**src/rtl/edge_stamp_pkg.sv**
```systemverilog
package edge_stamp_pkg;

    parameter int unsigned STAMP_W = 32;

    typedef logic [STAMP_W-1:0] stamp_t;

    typedef struct packed {
        stamp_t presc;
        stamp_t count;
    } timer_state_t;

    typedef struct packed {
        stamp_t stamp;
        logic   pending;
        logic   overcap;
    } capture_state_t;

endpackage

```
**src/rtl/stamp_edge_sync.sv**
```systemverilog
module stamp_edge_sync #(
    parameter int unsigned STAGES = 2
) (
    input  logic clk_i,
    input  logic rst_ni,
    input  logic pin_i,
    output logic rise_o
);
    localparam int unsigned LAST = STAGES - 1;

    logic [STAGES-1:0] sync_d, sync_q;
    logic              prev_d, prev_q;

    always_comb begin
        sync_d[0] = pin_i;
        prev_d    = sync_q[LAST];
    end

    for (genvar g = 1; g < STAGES; g++) begin : g_chain
        always_comb sync_d[g] = sync_q[g-1];
    end

    always_ff @(posedge clk_i or negedge rst_ni) begin
        if (!rst_ni) begin
            sync_q <= '0;
            prev_q <= 1'b0;
        end else begin
            sync_q <= sync_d;
            prev_q <= prev_d;
        end
    end

    assign rise_o = sync_q[LAST] & ~prev_q;

    // A single level change can produce only one detection pulse.
    assert_edge_single_R4: assert property (@(posedge clk_i) disable iff (!rst_ni)
        rise_o |=> !rise_o);

endmodule

```
**src/rtl/stamp_timebase.sv**
```systemverilog
module stamp_timebase
    import edge_stamp_pkg::*;
(
    input  logic   clk_i,
    input  logic   rst_ni,
    input  stamp_t prescale_i,
    input  stamp_t wrap_i,
    output stamp_t count_o
);
    timer_state_t st_d, st_q;
    logic         tick;

    always_comb begin
        st_d = st_q;
        tick = (st_q.presc >= prescale_i);
        if (tick) begin
            st_d.presc = '0;
            if (st_q.count >= wrap_i) st_d.count = '0;
            else                      st_d.count = st_q.count + 1'b1;
        end else begin
            st_d.presc = st_q.presc + 1'b1;
        end
    end

    always_ff @(posedge clk_i or negedge rst_ni) begin
        if (!rst_ni) st_q <= '0;
        else         st_q <= st_d;
    end

    assign count_o = st_q.count;

    assert_count_hold_R2: assert property (@(posedge clk_i) disable iff (!rst_ni)
        !tick |=> $stable(st_q.count));
    assert_wrap_zero_R3: assert property (@(posedge clk_i) disable iff (!rst_ni)
        (tick && st_q.count >= wrap_i) |=> (st_q.count == '0));

endmodule

```
**src/rtl/stamp_capture.sv**
```systemverilog
module stamp_capture
    import edge_stamp_pkg::*;
(
    input  logic   clk_i,
    input  logic   rst_ni,
    input  logic   rise_i,
    input  logic   rd_i,
    input  logic   clr_i,
    input  stamp_t count_i,
    output stamp_t stamp_o,
    output logic   pending_o,
    output logic   overcap_o
);
    capture_state_t cs_d, cs_q;

    always_comb begin
        cs_d = cs_q;
        if (clr_i)            cs_d.overcap = 1'b0;
        if (rd_i)             cs_d.pending = 1'b0;
        if (rise_i) begin
            cs_d.stamp   = count_i;
            cs_d.pending = 1'b1;
            if (cs_q.pending && !rd_i) cs_d.overcap = 1'b1;
        end
    end

    always_ff @(posedge clk_i or negedge rst_ni) begin
        if (!rst_ni) cs_q <= '0;
        else         cs_q <= cs_d;
    end

    assign stamp_o   = cs_q.stamp;
    assign pending_o = cs_q.pending;
    assign overcap_o = cs_q.overcap;

    assert_capture_sets_pending_R6: assert property (@(posedge clk_i) disable iff (!rst_ni)
        rise_i |=> cs_q.pending);
    assert_read_clears_R6: assert property (@(posedge clk_i) disable iff (!rst_ni)
        (rd_i && !rise_i) |=> !cs_q.pending);
    assert_overcap_raise_R7: assert property (@(posedge clk_i) disable iff (!rst_ni)
        (rise_i && cs_q.pending && !rd_i) |=> cs_q.overcap);
    assert_collision_clean_R8: assert property (@(posedge clk_i) disable iff (!rst_ni)
        (rise_i && rd_i && !cs_q.overcap) |=> !cs_q.overcap);
    assert_overcap_sticky_R9: assert property (@(posedge clk_i) disable iff (!rst_ni)
        (cs_q.overcap && !clr_i) |=> cs_q.overcap);
    assert_stamp_hold_R5: assert property (@(posedge clk_i) disable iff (!rst_ni)
        !rise_i |=> $stable(cs_q.stamp));

endmodule

```
**src/rtl/edge_stamp_top.sv**
```systemverilog
module edge_stamp_top
    import edge_stamp_pkg::*;
#(
    parameter int unsigned SYNC_STAGES = 2
) (
    input  logic               clk_i,
    input  logic               rst_ni,
    input  logic               pin_i,
    input  logic               rd_i,
    input  logic               overcap_clr_i,
    input  logic [STAMP_W-1:0] prescale_i,
    input  logic [STAMP_W-1:0] wrap_i,
    output logic [STAMP_W-1:0] stamp_o,
    output logic               pending_o,
    output logic               overcap_o
);
    logic   rise;
    stamp_t count;

    stamp_edge_sync #(.STAGES(SYNC_STAGES)) u_sync (
        .clk_i  (clk_i),
        .rst_ni (rst_ni),
        .pin_i  (pin_i),
        .rise_o (rise)
    );

    stamp_timebase u_timer (
        .clk_i      (clk_i),
        .rst_ni     (rst_ni),
        .prescale_i (prescale_i),
        .wrap_i     (wrap_i),
        .count_o    (count)
    );

    stamp_capture u_cap (
        .clk_i     (clk_i),
        .rst_ni    (rst_ni),
        .rise_i    (rise),
        .rd_i      (rd_i),
        .clr_i     (overcap_clr_i),
        .count_i   (count),
        .stamp_o   (stamp_o),
        .pending_o (pending_o),
        .overcap_o (overcap_o)
    );

    // The stamp is always a count the timer can reach.
    assert_stamp_in_range_R3: assert property (@(posedge clk_i) disable iff (!rst_ni)
        $stable(wrap_i) |-> (stamp_o <= wrap_i || !pending_o));

endmodule

```
**config.mk**
```make
export PLATFORM = sky130hd
export DESIGN_NAME = edge_stamp_top
export DESIGN_NICKNAME = d
export VERILOG_FILES = /design/src/rtl/edge_stamp_pkg.sv /design/src/rtl/stamp_edge_sync.sv /design/src/rtl/stamp_timebase.sv /design/src/rtl/stamp_capture.sv /design/src/rtl/edge_stamp_top.sv
export SDC_FILE = /design/constraint.sdc
export NUM_CORES = 1
export LEC_CHECK = 0
export ABC_AREA = 1
export BUFFER_PORTS_ARGS = -buffer_cell sky130_fd_sc_hd__buf_2
export CAP_MARGIN = 20
export CORE_MARGIN = 3
export CORE_UTILIZATION = 36
export CTS_CLUSTER_DIAMETER = 100
export DETAILED_ROUTE_END_ITERATION = 7
export HOLD_SLACK_MARGIN = 0.12
export PLACE_DENSITY = 0.52
export SLEW_MARGIN = 30
export SYNTH_ARGS = -nofsm -noshare
export SYNTH_HDL_FRONTEND = slang
export SYNTH_SLANG_ARGS = --single-unit
```
**constraint.sdc**
```tcl
create_clock -name clk_i -period 5.1 [get_ports clk_i]
set_input_delay 0.51 -clock clk_i [delete_from_list [all_inputs] [get_ports clk_i]]
set_output_delay 0.51 -clock clk_i [all_outputs]
set_load 0.005 [all_outputs]
```
# Yosys cells after proc, flatten, opt, wreduce, memory -nomap -nowiden

Index checks and enable logic that the tools add are counted.
Widths: inputs -> output; s select.

Word-level logic and storage cells: 22
Register bits after elaboration: 101
Output and inout bits: 34

$lt $le $gt $ge: 2
Reductions and logical operators: 3
Bitwise gates (word level): 2
$add $sub $neg: 2
Multiplexer cells: 6

Operator list:

| operator              | count |
|---|---|
| $add 32x1->32 const B | 2 |
| $ge 32x32->1          | 2 |
| $mux 32               | 2 |
| $mux 1                | 3 |
| $mux 2                | 1 |
| $reduce_bool 2->1     | 1 |
| $and 1x1->1           | 1 |
| $logic_and 1x1->1     | 1 |
| $logic_not 1->1       | 1 |
| $not 1->1             | 1 |

# Longest topological paths before layout

Depth in word-level cells: 4
Gate-level depth with buffers: 16
Mapped depth without buffers: 15

# By module

From an unflattened synthesis, not the netlist that was laid out.

Cell total of the unflattened synthesis: 1,011
Area, all modules: 7,544.7 um^2

By module, submodules not included:

| module          | cells each | area each (um^2) | instances |
|---|---|---|---|
| stamp_timebase  | 861        | 6,077.1          | 1 |
| stamp_capture   | 145        | 1,382.6          | 1 |
| stamp_edge_sync | 5          | 85.1             | 1 |

# Worst setup path after synthesis

Ideal clock, no wire load.

Kind: input to register
Start point: input prescale_i[27]
End point: register u_timer.st_q (netlist bit u_timer.count_o[11])
Setup slack: 3.204 ns
Data arrival time: 1.829 ns
Library setup time: 0.067 ns
Required time: 5.033 ns
Buffers on the path: 1
Cell stages on the path: 9
Path through: inv_1 -> ha_1 -> a21oi_1 -> o21ai_0 -> a21o_1 -> nor2_4 -> buf_1 -> nand4_1 -> nand2_1

Cells in the longest elaborated chain, start to end: 1

Ends and longest elaborated chain:

| what                 | line                 | text |
|---|---|---|
| start, declared      | edge_stamp_top.sv:11 | `input logic [STAMP_W-1:0] prescale_i,` |
| $ge 32x32->1         | stamp_timebase.sv:15 | `tick = (st_q.presc >= prescale_i);` |
| end signal, assigned | stamp_timebase.sv:27 | `else st_q <= st_d;` |
| end, declared        | stamp_timebase.sv:10 | `timer_state_t st_d, st_q;` |

Every way passes these cells.
A chain may end at the register's enable or synchronous reset.

# Worst setup path in the final report

Start point: register u_timer.st_q[43] (netlist bit)
End point: register u_timer.st_q (netlist bit u_timer.count_o[13])

Cells in the longest elaborated chain, start to end: 1

Ends and longest elaborated chain:

| what         | line |
|---|---|
| $ge 32x32->1 | stamp_timebase.sv:15 |

Every way passes these cells.

==> qor.csv <==
metric;value;unit
antenna cells;0;
Post-DP HPWL;13500;um
antenna violations before repair;0;
Cell Count, Final, Fillers Out;1306;
maximum VDD drop;0.146;mV
global route total overflow;0;
CP dominant cell by count;sky130_fd_sc_hd__nand2_1;
TritonCTS clock tree;built;
post-synth net total;1083;
clock period minus worst slack;3140;ps
Post-layout nets;1176;
Clock Sink Count;101;
type of origin of the critical path;flop;
detailed-route via count;6086;
chip width;146;um
worst min-delay path category;input pin to async pin;
Die Ht;146;um
Detailed Route WL;18000;um
number of fill cells in the layout;2079;
slew of the pin with the lowest slew margin;820;ps
post-cts gate resize count;0;
DRT Pass-1 Iters;5;
number of setup buffers added after CTS;0;
total routing usage reported by global routing;17.4;%
Core Box Area;19000;sq um
remaining design rule violation count;0;
root buffer cell;sky130_fd_sc_hd__clkbuf_16;
required time at the worst-slack endpoint;5340;ps
synthesis-stage register bit count;101;
Worst Clk Skew;8.49;ps
global-route wire length before repair;30700;um
count of cell types in the netlist;34;
ANT nets after route;0;
Leakage;4.34;nW
worst slew margin relative to its limit;44.8;%
slowest stage cell, crit path;sky130_fd_sc_hd__nand3_4;
WL/cell;13.8;um
Layout Area Growth over Synthesis;14.7;%
Fmax;319;MHz
Final TNS setup;0;ps
synthesized area;7100;sq um
critical path endpoint category;flop;
area enclosed by the die boundary;21400;sq um
Initial Util;37.3;%
H-Tree Depth;3;
GP Congestion;0.860;
largest fanout of any net on the critical path;64;
Clock Pin Slew Worst Setup and Hold Paths;70;ps
DP Cell Count;1290;
via count of the first global-routing pass;6055;
critical path type;flop to flop;
layout cell share with drive strength beyond 1;16.3;%
source-to-sink clock delay at the later pin of the worst-skew pair;360;ps
Crit path arrival time;3380;ps
proportion of synthesized chip area in sequential cells;35.6;%
final period utilization;61.5;%
number of hold violations in the final report;0;
Bufs on Longest Clock Path;2;
port bufs;102;
largest net degree at the start of global routing;65;
unrepaired setup endpoints after global routing;false;
number of rows in the core area;50;
DRC marker count from the first detailed-route iteration;339;
cts bufs inserted;9;
outcome;complete, no violations;
max-slew violation total from the final report;0;
Post-CTS Hold Buffers;0;
number of instances in the synthesized netlist;948;
max-capacitance violation count;0;
count of warnings emitted by yosys;0;
count of endpoints failing setup in the final report;0;
PD cells;195;nW/um^2
number of primary I/O pins;103;
drt via density;4.66;
average cell area after synthesis;7.49;sq um
delay contributed by the slowest stage of the critical path;780;ps
critical path, cell by cell;ha_1 > a21oi_1 > o21ai_0 > a21oi_1 > nand2_1 > nand2_2 > nand3_4 > nand2_1 > nand2_1;
area by class of cell:
class	count	area, sq um	area share (%)
inverters	141	529	6.50
multi-input cells	682	3940	48.3
flip-flops and latches	101	2530	31.0
clock inverters	5	33.8	0.415
clock buffers	11	253	3.10
repair buffers	106	543	6.67
well taps	260	325	3.99
critical path, delay by kind of cell, from the launching register on:
family                   cells  cell delay, ps
AND/OR/NAND/NOR              5            1750
flip-flops                   1             470
AO/OA/AOI/OAI                3             450
adder cells (fa/ha/maj)      1             320
cell usage in the layout (no fill, tap or decap):
cell type                    synthesis  layout
sky130_fd_sc_hd__mux2_2              7       7
sky130_fd_sc_hd__ha_1               66      66
sky130_fd_sc_hd__dfrtp_1           101     101
sky130_fd_sc_hd__nand2_4             1       1
sky130_fd_sc_hd__clkinvlp_4          0       2
sky130_fd_sc_hd__xor2_1             43      43
sky130_fd_sc_hd__clkbuf_8            0       2
sky130_fd_sc_hd__xnor2_1             8       8
sky130_fd_sc_hd__nand2_2             6       7
sky130_fd_sc_hd__nor3_2              9       9
sky130_fd_sc_hd__nand4_1            50      50
sky130_fd_sc_hd__nor2_1            109     109
sky130_fd_sc_hd__inv_6               0       1
sky130_fd_sc_hd__and3_1              1       1
sky130_fd_sc_hd__nor3_1             22      22
sky130_fd_sc_hd__clkinv_2            0       2
sky130_fd_sc_hd__nand2_1           243     242
sky130_fd_sc_hd__nor2_2              9       9
sky130_fd_sc_hd__or2_0               1       1
sky130_fd_sc_hd__clkbuf_16           0       9
sky130_fd_sc_hd__nand3b_1            2       2
sky130_fd_sc_hd__a21oi_1            27      27
sky130_fd_sc_hd__a21o_1              2       2
sky130_fd_sc_hd__o211ai_1            1       1
sky130_fd_sc_hd__nand3_1            22      22
sky130_fd_sc_hd__o21bai_1            1       1
sky130_fd_sc_hd__buf_2               9     101
sky130_fd_sc_hd__o21ai_0            34      34
sky130_fd_sc_hd__buf_4               3       5
sky130_fd_sc_hd__nor2_4              5       5
sky130_fd_sc_hd__o22ai_1             1       1
sky130_fd_sc_hd__inv_1             135     135
sky130_fd_sc_hd__nand3_2             4       4
sky130_fd_sc_hd__inv_2               6       6
sky130_fd_sc_hd__o21a_1              4       4
sky130_fd_sc_hd__nor4_1              3       3
sky130_fd_sc_hd__nand3_4             1       1
cells in the mapped netlist, drive strengths merged:
master,n,area share [%]
a21o,2,0.21
a21oi,27,1.9
and3,1,0.088
buf,15,1.1
clkbuf,9,0.48
dfrtp,101,36
ha,66,12
inv,141,7.5
mux2,7,1.1
nand2,250,14
nand3,27,2.4
nand3b,2,0.21
nand4,50,4.4
nor2,123,7.3
nor3,31,2.8
nor4,3,0.26
o211ai,1,0.11
o21a,4,0.42
o21ai,34,2.4
o21bai,1,0.11
o22ai,1,0.088
or2,1,0.088
xnor2,8,0.99
xor2,43,5.3
per-layer routing:
metal / global-route usage, % / vias to the layer above / share of wire, %
met2: 27.5 / 99 / 44
li1: - / 3216 / -
met3: 2.82 / 12 / 3.4
met4: 4.23 / 0 / 1.1
met5: 0 / - / 0
met1: 25.1 / 2759 / 51
state kept, by name, summed over array words and instances (netlist names):
register         count
u_timer.st_q        32
u_cap.pending_o      1
u_cap.overcap_o      1
u_timer.count_o     32
u_cap.stamp_o       32
u_sync.prev_q        1
u_sync.sync_q        2
final timing paths:
check	cells after the start	slack, ps	startpoint	to
worst max-delay path	9	1960	u_timer.st_q[43]	u_timer.count_o[13]
worst min-delay path	1	140	rst_ni	u_timer.st_q[44]
worst max register to register	9	1960	u_timer.st_q[43]	u_timer.count_o[13]
worst min register to register	0	360	u_sync.sync_q[0]	u_sync.sync_q[1]
max in group asynchronous	2	3750	rst_ni	u_timer.count_o[15]
min in group clk_i	1	250	pin_i	u_sync.sync_q[0]
logic make-up after synthesis:
kind of cell / after synthesis / share of synthesized area [%]
simple gates: 488 / 31.1
buf+inv: 165 / 9.04
flops: 101 / 35.6
compound gates: 70 / 5.23
fa+ha+maj: 66 / 11.6
xor+xnor: 51 / 6.29
mux: 7 / 1.11
per-stage QoR:
stage                     worst slack (ps)  utilization, %  power (W)  area (sq um)  hold WS [ps]
after floorplan                       3200               -   0.000869          7100           214
after global placement                1830            41.3   0.000925          7860           338
after detailed placement              1770            41.3   0.000926          7860           345
after CTS                             1930            42.8    0.00162          8150           161
after global routing                  1690            42.8    0.00166          8150           173
final                                 1960            42.8    0.00159          8150           144
power breakdown:
group	total, W	internal, W	leakage (nW)	switching, W
clock network	0.000681	0.000358	0.138	0.000323
registers	0.000807	0.000804	1.39	0.00000255
logic	0.000100	0.0000409	2.81	0.0000591
(Power assumes the default switching activity.)
